--- src/rtl/sdram_seq_pkg.sv ---
package sdram_seq_pkg;
  // {cs_n, ras_n, cas_n, we_n}
  typedef enum logic [3:0] {
    CMD_LMR = 4'b0000,
    CMD_PRE = 4'b0010,
    CMD_ACT = 4'b0011,
    CMD_WR  = 4'b0100,
    CMD_RD  = 4'b0101,
    CMD_NOP = 4'b0111
  } cmd_e;

  typedef enum logic [1:0] {
    OP_RD    = 2'd0,
    OP_WR    = 2'd1,
    OP_CLOSE = 2'd2,
    OP_MODE  = 2'd3
  } op_e;

  typedef enum logic {S_IDLE, S_BUSY} state_e;
endpackage

--- src/rtl/sdram_wait_cnt.sv ---
module sdram_wait_cnt #(
  parameter int CNT_W = 8
) (
  input  logic             clk_i,
  input  logic             rst_ni,
  input  logic             load_i,
  input  logic [CNT_W-1:0] val_i,
  output logic             zero_o
);
  logic [CNT_W-1:0] cnt_q;

  always_ff @(posedge clk_i or negedge rst_ni) begin
    if (!rst_ni)           cnt_q <= '0;
    else if (load_i)       cnt_q <= val_i;
    else if (cnt_q != '0)  cnt_q <= cnt_q - 1'b1;
  end

  assign zero_o = (cnt_q == '0);

  p_cnt_step_r5: assert property (@(posedge clk_i) disable iff (!rst_ni)
    (!load_i && cnt_q != '0) |=> (cnt_q == $past(cnt_q) - 1'b1));
endmodule

--- src/rtl/sdram_bank_state.sv ---
module sdram_bank_state #(
  parameter int ROW_W   = 12,
  parameter int CNT_W   = 8,
  parameter int TRP_LD  = 2,
  parameter int APRE_LD = 6,
  parameter int TRCD_LD = 1
) (
  input  logic             clk_i,
  input  logic             rst_ni,
  input  logic             act_i,
  input  logic             rw_i,
  input  logic             ap_i,
  input  logic             pre_i,
  input  logic [ROW_W-1:0] row_i,
  output logic             open_o,
  output logic [ROW_W-1:0] row_o,
  output logic             act_ok_o,
  output logic             rw_ok_o
);
  logic             open_q;
  logic [ROW_W-1:0] row_q;
  logic             close_ap;
  logic [CNT_W-1:0] rec_val;

  assign close_ap = rw_i && ap_i;
  assign rec_val  = pre_i ? CNT_W'(TRP_LD) : CNT_W'(APRE_LD);

  always_ff @(posedge clk_i or negedge rst_ni) begin
    if (!rst_ni) begin
      open_q <= 1'b0;
      row_q  <= '0;
    end else if (act_i) begin
      open_q <= 1'b1;
      row_q  <= row_i;
    end else if (pre_i || close_ap) begin
      open_q <= 1'b0;
    end
  end

  // recovery window before the next activation
  sdram_wait_cnt #(.CNT_W(CNT_W)) i_rec_cnt (
    .clk_i (clk_i),
    .rst_ni(rst_ni),
    .load_i(pre_i || close_ap),
    .val_i (rec_val),
    .zero_o(act_ok_o)
  );

  // activate-to-access window
  sdram_wait_cnt #(.CNT_W(CNT_W)) i_rcd_cnt (
    .clk_i (clk_i),
    .rst_ni(rst_ni),
    .load_i(act_i),
    .val_i (CNT_W'(TRCD_LD)),
    .zero_o(rw_ok_o)
  );

  assign open_o = open_q;
  assign row_o  = row_q;

  p_act_closed_r2: assert property (@(posedge clk_i) disable iff (!rst_ni)
    act_i |-> (!open_q && act_ok_o));
  p_rw_open_r3: assert property (@(posedge clk_i) disable iff (!rst_ni)
    rw_i |-> (open_q && rw_ok_o));
  p_one_cmd_r11: assert property (@(posedge clk_i) disable iff (!rst_ni)
    $countones({act_i, rw_i, pre_i}) <= 1);
  p_open_after_act_r2: assert property (@(posedge clk_i) disable iff (!rst_ni)
    act_i |=> open_q);
endmodule

--- src/rtl/sdram_cmd_seq.sv ---
module sdram_cmd_seq
  import sdram_seq_pkg::*;
#(
  parameter int BANKS     = 4,
  parameter int ROW_W     = 12,
  parameter int COL_W     = 8,
  parameter int T_RP      = 3,
  parameter int T_RCD     = 2,
  parameter int T_MRD     = 2,
  parameter int BURST_LEN = 4
) (
  input  logic                     clk_i,
  input  logic                     rst_ni,
  input  logic                     req_valid_i,
  output logic                     req_ready_o,
  input  logic [1:0]               req_op_i,
  input  logic [$clog2(BANKS)-1:0] req_bank_i,
  input  logic [ROW_W-1:0]         req_row_i,
  input  logic [COL_W-1:0]         req_col_i,
  input  logic                     req_ap_i,
  output logic                     sd_cs_n_o,
  output logic                     sd_ras_n_o,
  output logic                     sd_cas_n_o,
  output logic                     sd_we_n_o,
  output logic [$clog2(BANKS)-1:0] sd_ba_o,
  output logic [ROW_W-1:0]         sd_a_o
);
  localparam int BA_W    = $clog2(BANKS);
  localparam int AP_BIT  = 10;
  localparam int CNT_W   = $clog2(BURST_LEN + T_RP + T_RCD + T_MRD + 1) + 1;
  localparam int TRP_LD  = T_RP - 1;
  localparam int TRCD_LD = T_RCD - 1;
  localparam int MRD_LD  = T_MRD - 1;
  localparam int APRE_LD = BURST_LEN + T_RP - 1;

  state_e           state_q;
  op_e              op_q;
  logic [BA_W-1:0]  bank_q;
  logic [ROW_W-1:0] row_q;
  logic [COL_W-1:0] col_q;
  logic             ap_q;

  logic [BANKS-1:0]            open_v, act_ok_v, rw_ok_v, act_v, rw_v, pre_v;
  logic [BANKS-1:0][ROW_W-1:0] row_v;

  logic             mrd_ok, done;
  logic             do_act, do_rw, do_pre_one, do_pre_all, do_lmr;
  cmd_e             cmd_n, cmd_q;
  logic [BA_W-1:0]  ba_n, ba_q;
  logic [ROW_W-1:0] a_n, a_q;

  assign req_ready_o = (state_q == S_IDLE);

  always_ff @(posedge clk_i or negedge rst_ni) begin
    if (!rst_ni) begin
      state_q <= S_IDLE;
      op_q    <= OP_RD;
      bank_q  <= '0;
      row_q   <= '0;
      col_q   <= '0;
      ap_q    <= 1'b0;
    end else if (state_q == S_IDLE) begin
      if (req_valid_i) begin
        state_q <= S_BUSY;
        op_q    <= op_e'(req_op_i);
        bank_q  <= req_bank_i;
        row_q   <= req_row_i;
        col_q   <= req_col_i;
        ap_q    <= req_ap_i;
      end
    end else if (done) begin
      state_q <= S_IDLE;
    end
  end

  // command selection for the held request
  always_comb begin
    cmd_n      = CMD_NOP;
    ba_n       = '0;
    a_n        = '0;
    done       = 1'b0;
    do_act     = 1'b0;
    do_rw      = 1'b0;
    do_pre_one = 1'b0;
    do_pre_all = 1'b0;
    do_lmr     = 1'b0;
    if (state_q == S_BUSY && mrd_ok) begin
      unique case (op_q)
        OP_CLOSE: begin
          do_pre_all  = 1'b1;
          done        = 1'b1;
        end
        OP_MODE: begin
          if (|open_v) begin
            do_pre_all = 1'b1;
          end else if (&act_ok_v) begin
            do_lmr = 1'b1;
            done   = 1'b1;
          end
        end
        default: begin
          if (open_v[bank_q]) begin
            if (row_v[bank_q] == row_q) begin
              if (rw_ok_v[bank_q]) begin
                do_rw = 1'b1;
                done  = 1'b1;
              end
            end else begin
              do_pre_one = 1'b1;
            end
          end else if (act_ok_v[bank_q]) begin
            do_act = 1'b1;
          end
        end
      endcase
    end
    if (do_pre_all) begin
      cmd_n          = CMD_PRE;
      a_n[AP_BIT]    = 1'b1;
    end else if (do_pre_one) begin
      cmd_n = CMD_PRE;
      ba_n  = bank_q;
    end else if (do_act) begin
      cmd_n = CMD_ACT;
      ba_n  = bank_q;
      a_n   = row_q;
    end else if (do_rw) begin
      cmd_n              = (op_q == OP_WR) ? CMD_WR : CMD_RD;
      ba_n               = bank_q;
      a_n[COL_W-1:0]     = col_q;
      a_n[AP_BIT]        = ap_q;
    end else if (do_lmr) begin
      cmd_n = CMD_LMR;
      a_n   = row_q;
    end
  end

  for (genvar b = 0; b < BANKS; b++) begin : g_bank
    assign act_v[b] = do_act && (bank_q == BA_W'(b));
    assign rw_v[b]  = do_rw && (bank_q == BA_W'(b));
    assign pre_v[b] = do_pre_all || (do_pre_one && (bank_q == BA_W'(b)));

    sdram_bank_state #(
      .ROW_W  (ROW_W),
      .CNT_W  (CNT_W),
      .TRP_LD (TRP_LD),
      .APRE_LD(APRE_LD),
      .TRCD_LD(TRCD_LD)
    ) i_bank (
      .clk_i   (clk_i),
      .rst_ni  (rst_ni),
      .act_i   (act_v[b]),
      .rw_i    (rw_v[b]),
      .ap_i    (ap_q),
      .pre_i   (pre_v[b]),
      .row_i   (row_q),
      .open_o  (open_v[b]),
      .row_o   (row_v[b]),
      .act_ok_o(act_ok_v[b]),
      .rw_ok_o (rw_ok_v[b])
    );
  end

  sdram_wait_cnt #(.CNT_W(CNT_W)) i_mrd_cnt (
    .clk_i (clk_i),
    .rst_ni(rst_ni),
    .load_i(do_lmr),
    .val_i (CNT_W'(MRD_LD)),
    .zero_o(mrd_ok)
  );

  always_ff @(posedge clk_i or negedge rst_ni) begin
    if (!rst_ni) begin
      cmd_q <= CMD_NOP;
      ba_q  <= '0;
      a_q   <= '0;
    end else begin
      cmd_q <= cmd_n;
      ba_q  <= ba_n;
      a_q   <= a_n;
    end
  end

  assign {sd_cs_n_o, sd_ras_n_o, sd_cas_n_o, sd_we_n_o} = cmd_q;
  assign sd_ba_o = ba_q;
  assign sd_a_o  = a_q;

  p_lmr_idle_r9: assert property (@(posedge clk_i) disable iff (!rst_ni)
    do_lmr |-> (open_v == '0 && (&act_ok_v)));
  p_mrd_gap_r10: assert property (@(posedge clk_i) disable iff (!rst_ni)
    (T_MRD > 1 && cmd_q == CMD_LMR) |=> (cmd_q == CMD_NOP));
  p_all_closed_r8: assert property (@(posedge clk_i) disable iff (!rst_ni)
    do_pre_all |=> (open_v == '0));
  p_busy_ready_r11: assert property (@(posedge clk_i) disable iff (!rst_ni)
    (req_ready_o && req_valid_i) |=> !req_ready_o);
endmodule

--- config.mk ---
export PLATFORM = sky130hd
export DESIGN_NAME = sdram_cmd_seq
export DESIGN_NICKNAME = d
export VERILOG_FILES = /design/src/rtl/sdram_seq_pkg.sv /design/src/rtl/sdram_wait_cnt.sv /design/src/rtl/sdram_bank_state.sv /design/src/rtl/sdram_cmd_seq.sv
export SDC_FILE = /design/constraint.sdc
export NUM_CORES = 1
export LEC_CHECK = 0
export ABC_AREA = 1
export BUFFER_PORTS_ARGS = -buffer_cell sky130_fd_sc_hd__clkbuf_2
export CAP_MARGIN = 20
export CORE_ASPECT_RATIO = 1.4
export CORE_UTILIZATION = 29
export CTS_CLUSTER_DIAMETER = 30
export CTS_CLUSTER_SIZE = 30
export DETAILED_ROUTE_END_ITERATION = 10
export PLACE_DENSITY = 0.55
export SETUP_SLACK_MARGIN = 0.3
export SLEW_MARGIN = 20
export SYNTH_ARGS = -nofsm -noshare
export SYNTH_HDL_FRONTEND = slang
export SYNTH_SLANG_ARGS = --single-unit
--- constraint.sdc ---
create_clock -name clk_i -period 1.9 [get_ports clk_i]
set_input_delay 0.095 -clock clk_i [delete_from_list [all_inputs] [get_ports clk_i]]
set_output_delay 0.095 -clock clk_i [all_outputs]
set_load 0.02 [all_outputs]
# Word-level counts from Yosys, hierarchy flattened
# Cells that the tools add are included.
[classes] addsub=9 n_lt_le_gt_ge=1 bitwise=1 eq_ne=7 n_reduce_logical=61 n_mux=83
[op_table] op="$mux W5" n=18
[op_table] op="$mux W12" n=4
[op_table] op="$logic_not A5 Y1" n=9
[op_table] op="$reduce_bool A5 Y1" n=9
[op_table] op="$sub A5 B1 Y5 const B" n=9
[op_table] op="$mux W1" n=39
[op_table] op="$mux W3" n=9
[op_table] op="$reduce_bool A2 Y1" n=13
[op_table] op="$bmux W12 S2" n=1
[op_table] op="$logic_and A1 B1 Y1" n=17
[op_table] op="$eq A12 B12 Y1" n=1
[op_table] op="$mux W10" n=1
[op_table] op="$mux W2" n=5
[op_table] op="$eq A2 B2 Y1 const B" n=4
[op_table] op="$logic_or A1 B1 Y1" n=8
[op_table] op="$mux W8" n=1
[op_table] op="$bmux W1 S2" n=3
[op_table] op="$eq A2 B1 Y1 const B" n=2
[op_table] op="$pmux W1 S2" n=2
[op_table] op="$reduce_and A4 Y1" n=1
[op_table] op="$reduce_or A4 Y1" n=1
[op_table] op="$lt A2 B3 Y1 const B" n=1
[op_table] op="$logic_not A2 Y1" n=1
[op_table] op="$reduce_and A2 Y1" n=1
[op_table] op="other kinds (2)" n=2
[totals] wordCells=188 ff_bits=141

# Logic depth before layout (Yosys ltp)
# Gate-level depths: netlist of the first run.
[logic_depth] ltp_word=13 ltp_mapped=18

# Hierarchy
# Synthesis of the first run repeated with hierarchy kept, for this count alone.
[hier_totals] cells_unflattened=954 hier_area_um2=7258.2
[modules_own_cells] module="sdram_wait_cnt" cells_per_inst=39 n_inst=9 area_per_inst_um2=302.8
[modules_own_cells] module="sdram_cmd_seq" cells_per_inst=367 n_inst=1 area_per_inst_um2=2491.1
[modules_own_cells] module="sdram_bank_state" cells_per_inst=59 n_inst=4 area_per_inst_um2=510.5

# Worst setup path after synthesis of the first run
# OpenSTA, ideal clock, no wires.
[synth_path] path_kind="reg-to-reg" start="register g_bank[2].i_bank.i_rec_cnt.cnt_q[0]" end="register g_bank[0].i_bank.row_q[4]" required_ns=1.778 slack_ns=-0.090 period_less_slack_ns=1.990 path_stages_with_launch=13 n_path_buf=1 arrival_time_ns=1.869 cell_sequence="dfrtp_1 > inv_1 > ha_1 > nand2_1 > nor2_1 > o22ai_1 > nor3_2 > nand2_2 > nor2_4 > inv_2 > buf_4 > nand2_1 > o21ai_2"
[synth_via] elab_chain_len=8
[synth_lines] item="start: declaration" line_no="sdram_wait_cnt.sv:10" source="logic [CNT_W-1:0] cnt_q;"
[synth_lines] item="start signal: assignment" line_no="sdram_wait_cnt.sv:14" source="else if (load_i) cnt_q <= val_i;"
[synth_lines] item="start signal: assignment" line_no="sdram_wait_cnt.sv:15" source="else if (cnt_q != '0) cnt_q <= cnt_q - 1'b1;"
[synth_lines] item="$logic_not A5 Y1" line_no="sdram_wait_cnt.sv:18" source="assign zero_o = (cnt_q == '0);"
[synth_lines] item="$bmux W1 S2" line_no="sdram_cmd_seq.sv:111" source="end else if (act_ok_v[bank_q]) begin"
[synth_lines] item="$mux W1 (implied by the code)" line_no="sdram_cmd_seq.sv:111"
[synth_lines] item="$mux W1" line_no="sdram_cmd_seq.sv:111"
[synth_lines] item="$mux W1" line_no="sdram_cmd_seq.sv:102" source="if (open_v[bank_q]) begin"
[synth_lines] item="$mux W1" line_no="sdram_cmd_seq.sv:88" source="unique case (op_q)"
[synth_lines] item="$mux W1" line_no="sdram_cmd_seq.sv:87" source="if (state_q == S_BUSY && mrd_ok) begin"
[synth_lines] item="$logic_and A1 B1 Y1" line_no="sdram_cmd_seq.sv:139" source="assign act_v[b] = do_act && (bank_q == BA_W'(b));"
[synth_lines] item="end signal: assignment" line_no="sdram_bank_state.sv:34" source="row_q <= row_i;"
[synth_lines] item="end: declaration" line_no="sdram_bank_state.sv:21" source="logic [ROW_W-1:0] row_q;"
# No other way between the ends. The select of a mux whose other input is x is not followed.
# A chain may end at the register's enable or synchronous reset.

# Final worst setup path of the first run
[layout_path] start="register bank_q[0]" end="register g_bank[3].i_bank.row_q[5]"
[layout_via] elab_chain_len=7 word_cells_on_any_way=10
[layout_lines] item="start: declaration" line_no="sdram_cmd_seq.sv:38" source="logic [BA_W-1:0] bank_q;"
[layout_lines] item="start signal: assignment" line_no="sdram_cmd_seq.sv:66" source="bank_q <= req_bank_i;"
[layout_lines] item="$bmux W1 S2" line_no="sdram_cmd_seq.sv:111"
[layout_lines] item="$mux W1 (implied by the code)" line_no="sdram_cmd_seq.sv:111"
[layout_lines] item="$mux W1" line_no="sdram_cmd_seq.sv:111"
[layout_lines] item="$mux W1" line_no="sdram_cmd_seq.sv:102"
[layout_lines] item="$mux W1" line_no="sdram_cmd_seq.sv:88"
[layout_lines] item="$mux W1" line_no="sdram_cmd_seq.sv:87"
[layout_lines] item="$logic_and A1 B1 Y1 *" line_no="sdram_cmd_seq.sv:139"
[layout_lines] item="end signal: assignment" line_no="sdram_bank_state.sv:34"
[layout_lines] item="end: declaration" line_no="sdram_bank_state.sv:21"
# Mark *: on every way between the ends. The rest lies on a longest branch, timed or not. The select of a mux whose other input is x is not followed.

==> results of run 1 <==
Yosys cell counts (2+ instances only):
library cell,n,area (µm²)
nor2_4,3,33.8
clkbuf_1,4,15.0
xor2_1,11,96.3
o21ai_2,4,35.0
buf_6,9,101
buf_2,4,20.0
mux2_2,9,101
o21ai_0,44,220
buf_4,6,45.0
nand2_1,251,942
a21oi_1,40,200
o21ai_1,32,160
inv_1,107,402
o211ai_1,3,22.5
nand3_1,51,255
o21a_1,2,15.0
or2_2,5,31.3
ha_1,17,213
nor3_1,11,55.1
o22ai_1,2,12.5
nand4_1,4,25.0
inv_2,7,26.3
a22oi_1,2,15.0
nor3_2,3,30.0
nand2_4,2,22.5
nand2_2,2,12.5
nor2_1,54,203
xnor2_1,4,35.0
a22oi_2,2,25.0
dfstp_2,3,78.8
nor2_2,3,18.8
dfrtp_1,137,3430
registers in the layout, summed over array words and instances, names as in the netlist:
| name | cells |
|---|---|
| ap_q | 1 |
| g_bank.i_bank.row_o | 48 |
| sd_ba_o | 2 |
| row_q | 12 |
| sd_a_o | 12 |
| col_q | 8 |
| g_bank.i_bank.open_o | 4 |
| bank_q | 2 |
| op_q | 2 |
| i_mrd_cnt.cnt_q | 5 |
| cmd_q | 3 |
| g_bank.i_bank.i_rec_cnt.cnt_q | 20 |
| g_bank.i_bank.i_rcd_cnt.cnt_q | 20 |
| state_q | 1 |
worst paths after layout:
kind / startpoint / end / slack [ns] / depth (start not counted)
worst max-delay path: bank_q[0] / g_bank[3].i_bank.row_o[5] / -0.31 / 13
worst min-delay path: req_valid_i / state_q / 0.03 / 3
worst max register to register: bank_q[0] / g_bank[3].i_bank.row_o[5] / -0.31 / 13
worst min register to register: col_q[6] / sd_a_o[6] / 0.49 / 2
max in group asynchronous: rst_ni / bank_q[0] / 1.12 / 3
min in group asynchronous: rst_ni / i_mrd_cnt.cnt_q[3] / 0.12 / 2
cell type report:
class                           count  share of cell area, %
Inverter                          115                   4.48
Sequential cell                   140                   33.1
Clock buffer                       23                   4.70
Tap cell                          306                   3.61
Clock inverter                      9                  0.814
Timing Repair inverter              1                 0.0590
Timing Repair Buffer              225                   19.3
Multi-Input combinational cell    569                   33.9
kinds of logic (layout without fill, tap and decap cells):
group / count (synthesis) / in the layout / synth area share, %
flops: 140 / 140 / 50.4
fa+ha+maj: 17 / 17 / 3.06
mux: 9 / 9 / 1.46
other cells: 1 / 1 / 0.0539
simple gates: 393 / 394 / 23.9
xor+xnor: 15 / 15 / 1.89
buf+inv: 138 / 373 / 8.85
compound gates: 133 / 133 / 10.4
repair_timing:
item / 4_1_cts / 5_1_grt
endpoints found under the setup margin: 112 / 112
resized for setup: 66 / 161
setup buffers: 10 / 9
hold buffers: 26 / 0
gates cloned: 2 / 7
pin swaps: 17 / 10
hold endpoints to repair: 164 / 0
power by group through the flow:
stage               combinational (µW)  clock [µW]  sequential [µW]
CTS                               7530        3330             5060
global route                      9190        3460             5350
global placement                  6890           0             5040
detailed placement                7010           0             5070
floorplan                         4270           0             4920
finish                            8210        3260             5200
through the flow:
step	worst slack [ns]	util, %
after floorplan	-0.00926	-
after global placement	-0.364	37.0
after detailed placement	-0.437	37.0
after CTS	-0.207	42.2
after global routing	-0.423	45.4
final	-0.314	45.4
cell usage in the layout (no fill, tap or decap), drive strengths merged, types with 2 or more instances in the layout:
| cell | synthesis | final |
|---|---|---|
| o211ai | 3 | 3 |
| clkbuf | 4 | 72 |
| nor2 | 60 | 60 |
| xor2 | 11 | 11 |
| a21oi | 40 | 40 |
| or2 | 6 | 6 |
| dlygate4sd3 | 0 | 26 |
| nand4 | 4 | 4 |
| o21ai | 80 | 80 |
| o21a | 2 | 2 |
| clkinvlp | 0 | 2 |
| ha | 17 | 17 |
| buf | 19 | 150 |
| mux2 | 9 | 9 |
| nand2 | 255 | 255 |
| clkinv | 0 | 7 |
| dfstp | 3 | 3 |
| dfrtp | 137 | 137 |
| xnor2 | 4 | 4 |
| inv | 115 | 115 |
| a22oi | 4 | 4 |
| o22ai | 2 | 2 |
| nand3 | 52 | 53 |
| nor3 | 14 | 14 |
per-layer routing:
| metal | vias up | global-route usage, % | part of all wire [%] |
|---|---|---|---|
| li1 | 3137 | - | - |
| met1 | 3001 | 18.5 | 40 |
| met2 | 103 | 30.7 | 56 |
| met3 | 28 | 3.09 | 2.6 |
| met4 | 0 | 6.44 | 1.7 |
| met5 | - | 0 | 0 |
worst register-to-register path: cells and delay by family (launching register included):
family                 cells  cell delay, ns
buffers and inverters      5            0.62
AND/OR/NAND/NOR            6            0.75
AO/OA/AOI/OAI              2            0.22
flip-flops                 1            0.52
==> results.json, run 1 <==
{
  "gr-total-overflow": 0,
  "seq_area_um2": 3510,
  "io_pins": 47,
  "port_buffers": 45,
  "syn_nets": 891,
  "clk_path_buf_depth": 2,
  "multi_input_area_um2": 3600,
  "cts_buffers": 17,
  "crit_fanout": 15,
  "min_period_ns": 2.21,
  "path_delay_family": "simple AND/OR/NAND/NOR gates",
  "ys.flop_type": "dfrtp_1",
  "ys_ff_latch": 140,
  "final_nets": 1114,
  "cp_data_required_time_ns": 2.22,
  "clockRootBuffer": "clkbuf_16",
  "drive_above_1_share_pct": 40.9,
  "drc_errors": 0,
  "ys_warn_count": 0,
  "grt_pass1_vias": 6199,
  "p_sw_uw": 6550,
  "clkSinkCount": 140,
  "maxSlewViolCount": 0,
  "clkPwrFrac_pct": 19.6,
  "crit_top_cell": "buf_6",
  "violations": "setup timing",
  "clock_latency_ns": 0.44,
  "finalHoldViolCount": 0,
  "design_area_um2": 10600,
  "chipHeight_um": 185,
  "syn_area_um2": 6960,
  "hpwlAfterDp_um": 13500,
  "rows": 66,
  "final_cells": 1388,
  "pwr-share-comb_pct": 49.2,
  "first_pass_iters": 5,
  "die_x_um": 133,
  "routed_wirelength_um": 20000,
  "async_reset_ff_share_pct": 100,
  "syn_area_per_cell_um2": 8.23,
  "crit_path_cell_trace": "buf_6, nand2_8, inv_2, nand2_2, o2111ai_2, nor3_4, nand2_4, buf_6, nor2_4, inv_4, buf_12, nand2_1, o21ai_1",
  "clk_pin_slew_ns": 0.06,
  "cpPeakStageDelay_ns": 0.52,
  "finClkSkew_ns": 0.0114,
  "synth_edf_count": 0,
  "fillers": 2216,
  "maxCapViolCount": 0,
  "synthCells": 846,
  "finalCritPeriodShare_pct": 117,
  "setup_tns_ns": -25.11,
  "start_util_pct": 29.8,
  "slowest_stage": "dfrtp_2",
  "cp.arrival_ns": 2.53,
  "status": "finished, violations left",
  "post_dp_cell_area_um2": 8650,
  "place.gp.congestion": 0.829,
  "ys_types": 40,
  "synth_seq_area_share_pct": 50.4,
  "p_leak_uw": 0.00538,
  "wl_per_cell_um": 14.4,
  "p_int_uw": 10100,
  "grt_start_max_net_pins": 53,
  "fin_hold_ws_ns": 0.0341,
  "grt_setup_unrepaired": "yes",
  "cp_num_buf_inv": 5,
  "setup_violations": 110,
  "grt_pass1_wl_um": 31000,
  "core_um2": 23400,
  "htreeDepth": 4,
  "hold_path.class": "input pin to flop",
  "power_density_nw_per_um2": 1570,
  "viasPerCell": 4.52,
  "crit_path_start_kind": "flop",
  "die-area_um2": 24600,
  "dp_cells": 1302,
  "pwr-share-seq_pct": 31.2,
  "vias": 6269,
  "max_clock_freq_mhz": 452,
  "cts_tree": "done",
  "netSwitchingFraction_pct": 39.3,
  "antenna_left": 0,
  "antenna_cells": 0,
  "globalRouteTotalUtil_pct": 16.5,
  "area.growth.synth_to_final_pct": 52.4,
  "endpoint_kind": "flop",
  "crit_type": "flop to flop",
  "drt_iter0_markers": 215,
  "ir_drop_mv": 0.773,
  "design_power_total_uw": 16700,
  "antenna_found_initial": 0,
  "setup_slack_ns": -0.314
}
Power figures use the tool's default switching activity.
==> run 2, diff against run 1 <==
--- a/config.mk
+++ b/config.mk
@@ -10,6 +10,7 @@
 export CAP_MARGIN = 20
 export CORE_ASPECT_RATIO = 1.4
 export CORE_UTILIZATION = 29
+export CTS_BUF_LIST = sky130_fd_sc_hd__clkbuf_8 sky130_fd_sc_hd__clkbuf_16
 export CTS_CLUSTER_DIAMETER = 30
 export CTS_CLUSTER_SIZE = 30
 export DETAILED_ROUTE_END_ITERATION = 10
==> run 2 against run 1 <==
Effect of this change:
- the flow still finishes with violations (setup timing)
- combinational power hardly changed
- setup slack stayed put
- clock skew stayed put
- non-clock buffer count stayed put
- final area stayed put
- clock-buffer cell count is 1 lower
- first-iteration DRC count stayed put
- global-route usage stayed put
- cell count stayed put
- critical path depth stayed put
- maximum frequency stayed put
- sequential share of layout area stayed put
==> results.json, run 2 (synthesized netlist as in run 1, its figures left out) <==
{
  "fin_hold_ws_ns": 0.0341,
  "io_pins": 47,
  "die-area_um2": 24600,
  "fillers": 2216,
  "clk_pin_slew_ns": 0.06,
  "p_leak_uw": 0.00538,
  "ir_drop_mv": 0.773,
  "drt_iter0_markers": 215,
  "cts_tree": "done",
  "htreeDepth": 4,
  "hold_path.class": "input pin to flop",
  "grt_pass1_vias": 6199,
  "grt_pass1_wl_um": 31000,
  "globalRouteTotalUtil_pct": 16.5,
  "final_common_cell": "nand2_1",
  "finish.utilization_pct": 45.4,
  "cp_data_required_time_ns": 2.22,
  "port_buffers": 45,
  "crit_path_start_kind": "flop",
  "path_delay_family": "simple AND/OR/NAND/NOR gates",
  "status": "finished, violations left",
  "final_cells": 1388,
  "crit_top_cell": "buf_6",
  "drc_errors": 0,
  "finClkSkew_ns": 0.0114,
  "mostFrequentLayoutCells": "178 x nand2_1, 136 x dfrtp_1, 109 x buf_4",
  "min_from": "req_valid_i",
  "clk_path_buf_depth": 2,
  "maxSlewViolCount": 0,
  "final_nets": 1114,
  "area.growth.synth_to_final_pct": 52.4,
  "design_area_um2": 10600,
  "setup_violations": 110,
  "power_density_nw_per_um2": 1570,
  "place.gp.congestion": 0.829,
  "min_period_ns": 2.21,
  "start_util_pct": 29.8,
  "r2r_cells": 13,
  "first_pass_iters": 4,
  "chipHeight_um": 185,
  "cpPeakStageDelay_ns": 0.52,
  "endpoint_kind": "flop",
  "wl_per_cell_um": 14.4,
  "drive_above_1_share_pct": 40.9,
  "die_x_um": 133,
  "r2r_end": "g_bank[3].i_bank.row_o[5]",
  "cp_num_buf_inv": 5,
  "gr-total-overflow": 0,
  "routed_wirelength_um": 20000,
  "grt_setup_unrepaired": "yes",
  "crit_path_cell_trace": "buf_6, nand2_8, inv_2, nand2_2, o2111ai_2, nor3_4, nand2_4, buf_6, nor2_4, inv_4, buf_12, nand2_1, o21ai_1",
  "antenna_cells": 0,
  "clockRootBuffer": "clkbuf_16",
  "largest_register_ffs": 48,
  "vias": 6266,
  "setup_slack_ns": -0.314,
  "crit_fanout": 15,
  "cp.arrival_ns": 2.53,
  "dp_cells": 1302,
  "hpwlAfterDp_um": 13500,
  "rrSetupSlack_ns": -0.31,
  "violations": "setup timing",
  "maxCapViolCount": 0,
  "clock_latency_ns": 0.44,
  "finalHoldViolCount": 0,
  "crit_type": "flop to flop",
  "cts_buffers": 17,
  "hold_depth": 3,
  "slowest_stage": "dfrtp_2",
  "rows": 66,
  "viasPerCell": 4.51,
  "max_clock_freq_mhz": 452,
  "grt_start_max_net_pins": 53,
  "timing.rr.start": "bank_q[0]",
  "core_um2": 23400,
  "finalCritPeriodShare_pct": 117,
  "antenna_left": 0,
  "antenna_found_initial": 0,
  "post_dp_cell_area_um2": 8650,
  "clkSinkCount": 140,
  "min_to": "state_q"
}
## run 2: cell types whose count changed in the layout (fill, tap and decap cells not counted)
cell	before	now
clkbuf_1	1	0
inv_1	97	98
## run 2: worst min-delay path, cell delays in order
cell and delay, ns:
clkbuf_2 0.08, nand2_2 0.13, o21ai_1 0.11
## run 2: cell type report
cell class	count	area, µm²	area share (%)
clock buffers	22	494	4.66
well taps	306	383	3.61
inverters	115	475	4.48
repair inverters	1	6.26	0.0590
flip-flops and latches	140	3510	33.1
repair buffers	225	2050	19.3
clock inverters	10	90.1	0.849
multi-input cells	569	3600	33.9
## run 2: how the worst max path moves through the flow
stage                                         from                                  end  slack (ns)  depth (start not counted)
4_1_cts        g_bank[3].i_bank.i_rec_cnt.cnt_q[0]            g_bank[3].i_bank.row_o[1]       -0.21                         13
5_1_grt                                  bank_q[0]  g_bank[3].i_bank.i_rec_cnt.cnt_q[3]       -0.42                         15
6_report                                 bank_q[0]            g_bank[3].i_bank.row_o[5]       -0.31                         13
3_3_place_gp                             bank_q[0]              g_bank[2].i_bank.open_o       -0.36                         14
2_1_floorplan  g_bank[3].i_bank.i_rec_cnt.cnt_q[0]            g_bank[0].i_bank.row_o[4]      -0.009                         12
3_5_place_dp                             bank_q[0]              g_bank[2].i_bank.open_o       -0.44                         14
## run 2: metrics by stage
step	setup TNS, ns	setup slack, ns	total power, µW
5_1_grt	-36.66	-0.423	18000
3_5_place_dp	-23.70	-0.437	12100
3_3_place_gp	-19.82	-0.364	11900
6_report	-25.12	-0.314	16700
4_1_cts	-14.95	-0.207	15900
2_1_floorplan	-0.0444	-0.00926	9190
## run 2: what timing repair did
item,in CTS,in global routing
gates resized for setup,66,161
buffers inserted,10,9
hold buffers,26,0
pin swaps,17,10
endpoints found under the hold margin,164,0
endpoints found under the setup margin,112,112
gates cloned,2,7
## run 2: power breakdown
group	internal (µW)	switching (µW)
registers	4260	941
logic	3890	4310
clock network	1970	1290
## run 2: layer usage
metal  up-vias  GRT usage (%)  routed length [µm]
met1      2998           18.5                8040
met2       103           30.7               11100
li1       3137              -                   -
met4         0           6.44                 347
met5         -              0                   0
met3        28           3.09                 516
==> run 3, diff against run 2 <==
--- a/config.mk
+++ b/config.mk
@@ -10,7 +10,7 @@
 export CAP_MARGIN = 20
 export CORE_ASPECT_RATIO = 1.4
 export CORE_UTILIZATION = 29
-export CTS_BUF_LIST = sky130_fd_sc_hd__clkbuf_8 sky130_fd_sc_hd__clkbuf_16
+export CTS_BUF_LIST = sky130_fd_sc_hd__clkbuf_8
 export CTS_CLUSTER_DIAMETER = 30
 export CTS_CLUSTER_SIZE = 30
 export DETAILED_ROUTE_END_ITERATION = 10
==> run 3 against run 2 <==
Effect of this change:
- the run still ends with setup timing left
- worst hold slack better by 0.059 ns
- utilization fell by 3.3 points
- clock skew increased by 0.0077 ns
- global-route usage down 0.40 points
- first-iteration DRC count shrank 11%
- die area is the same
- critical path depth is 3 higher
- largest cell class is now flip-flops and latches
- register-to-register slack about the same
- setup slack improved by 0.012 ns
- power is 9.2% lower
- sequential power down 3%
- sequential cell count stayed put
==> results.json, run 3 (synthesized netlist as in run 1, its figures left out) <==
{
  "wl_per_cell_um": 13.7,
  "clk_path_buf_depth": 2,
  "cp_data_required_time_ns": 2.24,
  "drive_above_1_share_pct": 34.0,
  "slowest_stage": "dfrtp_2",
  "gr-total-overflow": 0,
  "crit_fanout": 6,
  "clock_latency_ns": 0.46,
  "cts_buffers": 17,
  "final_nets": 1101,
  "setup_slack_ns": -0.302,
  "viasPerCell": 4.45,
  "place.gp.congestion": 0.829,
  "clkPwrFrac_pct": 15.7,
  "grt_pass1_vias": 6105,
  "clkSinkCount": 140,
  "finalCritPeriodShare_pct": 116,
  "start_util_pct": 29.8,
  "drt_iter0_markers": 191,
  "cp.arrival_ns": 2.54,
  "power_density_nw_per_um2": 1540,
  "min_period_ns": 2.20,
  "dp_cells": 1302,
  "hpwlAfterDp_um": 13500,
  "core_um2": 23400,
  "finClkSkew_ns": 0.0190,
  "final_common_cell": "nand2_1",
  "clockRootBuffer": "clkbuf_8",
  "status": "finished, violations left",
  "drc_errors": 0,
  "grt_start_max_net_pins": 53,
  "p_sw_uw": 6070,
  "pwr-share-comb_pct": 50.9,
  "area.growth.synth_to_final_pct": 41.3,
  "die-area_um2": 24600,
  "routed_wirelength_um": 18800,
  "crit_type": "flop to flop",
  "htreeDepth": 4,
  "cts_tree": "done",
  "violations": "setup timing",
  "endpoint_kind": "flop",
  "io_pins": 47,
  "fillers": 2324,
  "netSwitchingFraction_pct": 40.1,
  "design_power_total_uw": 15100,
  "crit_path_start_kind": "flop",
  "maxSlewViolCount": 0,
  "port_buffers": 45,
  "grt_setup_unrepaired": "yes",
  "final_cells": 1375,
  "antenna_found_initial": 0,
  "pwr-share-seq_pct": 33.4,
  "maxCapViolCount": 0,
  "die_x_um": 133,
  "mostFrequentLayoutCells": "211 x nand2_1, 136 x dfrtp_1, 112 x buf_4",
  "rows": 66,
  "vias": 6112,
  "grt_pass1_wl_um": 30400,
  "globalRouteTotalUtil_pct": 16.1,
  "crit_top_cell": "nand2_1",
  "ir_drop_mv": 0.705,
  "setup_violations": 110,
  "antenna_left": 0,
  "antenna_cells": 0,
  "hold_path.class": "input pin to async pin",
  "first_pass_iters": 4,
  "largest_register_ffs": 48,
  "setup_tns_ns": -19.41,
  "p_int_uw": 9060,
  "chipHeight_um": 185,
  "crit_path_cell_trace": "clkinvlp_4, nand2_2, nand2_1, nand2_1, nand2_1, nand2_1, nand2_1, nor2_2, nand2_1, nor2_2, nand4_1, buf_6, nand3_4, nand2_4, nand2_2, nand2_1",
  "cpPeakStageDelay_ns": 0.48,
  "max_clock_freq_mhz": 454,
  "p_leak_uw": 0.00505,
  "finalHoldViolCount": 0,
  "fin_hold_ws_ns": 0.0930,
  "clk_pin_slew_ns": 0.09
}
run 3: changes by cell type in the layout (fill, tap and decap cells not counted), sizes merged:
cell,before,now
clkbuf,71,67
buf,150,139
clkinvlp,2,3
inv,116,115
dlygate4sd3,26,28
run 3: worst max-delay path, delay by kind of cell, from the launching register on:
kind	cells	cell delay, ns
buf+inv	2	0.39
flops	1	0.48
simple gates	14	1.23
run 3: routing by layer:
metal	track usage, %	wire, µm	vias to the layer above
li1	-	-	3104
met2	30.0	10100	87
met1	18.2	7720	2896
met3	2.65	449	25
met5	0	0	-
met4	6.30	497	0
run 3: repair_timing:
action	CTS	global route
hold buffers	28	0
endpoints found under the hold margin	165	0
pin swaps	13	23
setup buffers	3	7
resized for setup	42	75
cloned	2	1
setup endpoints to repair	112	112
run 3: worst paths after layout:
check | startpoint | end | slack (ns) | depth (start not counted)
worst max register to register | bank_q[0] | g_bank[3].i_bank.open_o | -0.30 | 16
worst max-delay path | bank_q[0] | g_bank[3].i_bank.open_o | -0.30 | 16
max in group asynchronous | rst_ni | bank_q[0] | 1.14 | 3
worst min-delay path | rst_ni | i_mrd_cnt.cnt_q[3] | 0.09 | 2
min in group clk_i | req_col_i[1] | col_q[1] | 0.40 | 3
worst min register to register | g_bank[2].i_bank.row_o[0] | g_bank[2].i_bank.row_o[0] | 0.49 | 2
run 3: power by group through the flow:
stage | clock network (µW) | registers [µW] | logic, µW
2_1_floorplan | 0 | 4920 | 4270
4_1_cts | 2450 | 5040 | 7390
3_5_place_dp | 0 | 5070 | 7010
6_report | 2370 | 5060 | 7700
5_1_grt | 2560 | 5210 | 8690
3_3_place_gp | 0 | 5040 | 6890
run 3: per-stage QoR:
stage | worst slack (ns) | utilization [%] | area (µm²)
after floorplan | -0.00926 | - | 7120
after global placement | -0.364 | 37.0 | 8650
after detailed placement | -0.437 | 37.0 | 8650
after CTS | -0.227 | 40.7 | 9520
after global routing | -0.460 | 42.1 | 9830
final | -0.302 | 42.1 | 9830
run 3: layout make-up:
class                   instances  area (µm²)  share of cell area (%)
repair buffers                212        1790                    18.2
clock inverters                10        90.1                   0.916
multi-input cells             569        3300                    33.6
flip-flops and latches        140        3510                    35.7
repair inverters                1        7.51                  0.0764
clock buffers                  22         303                    3.08
inverters                     115         452                    4.59
well taps                     306         383                    3.89
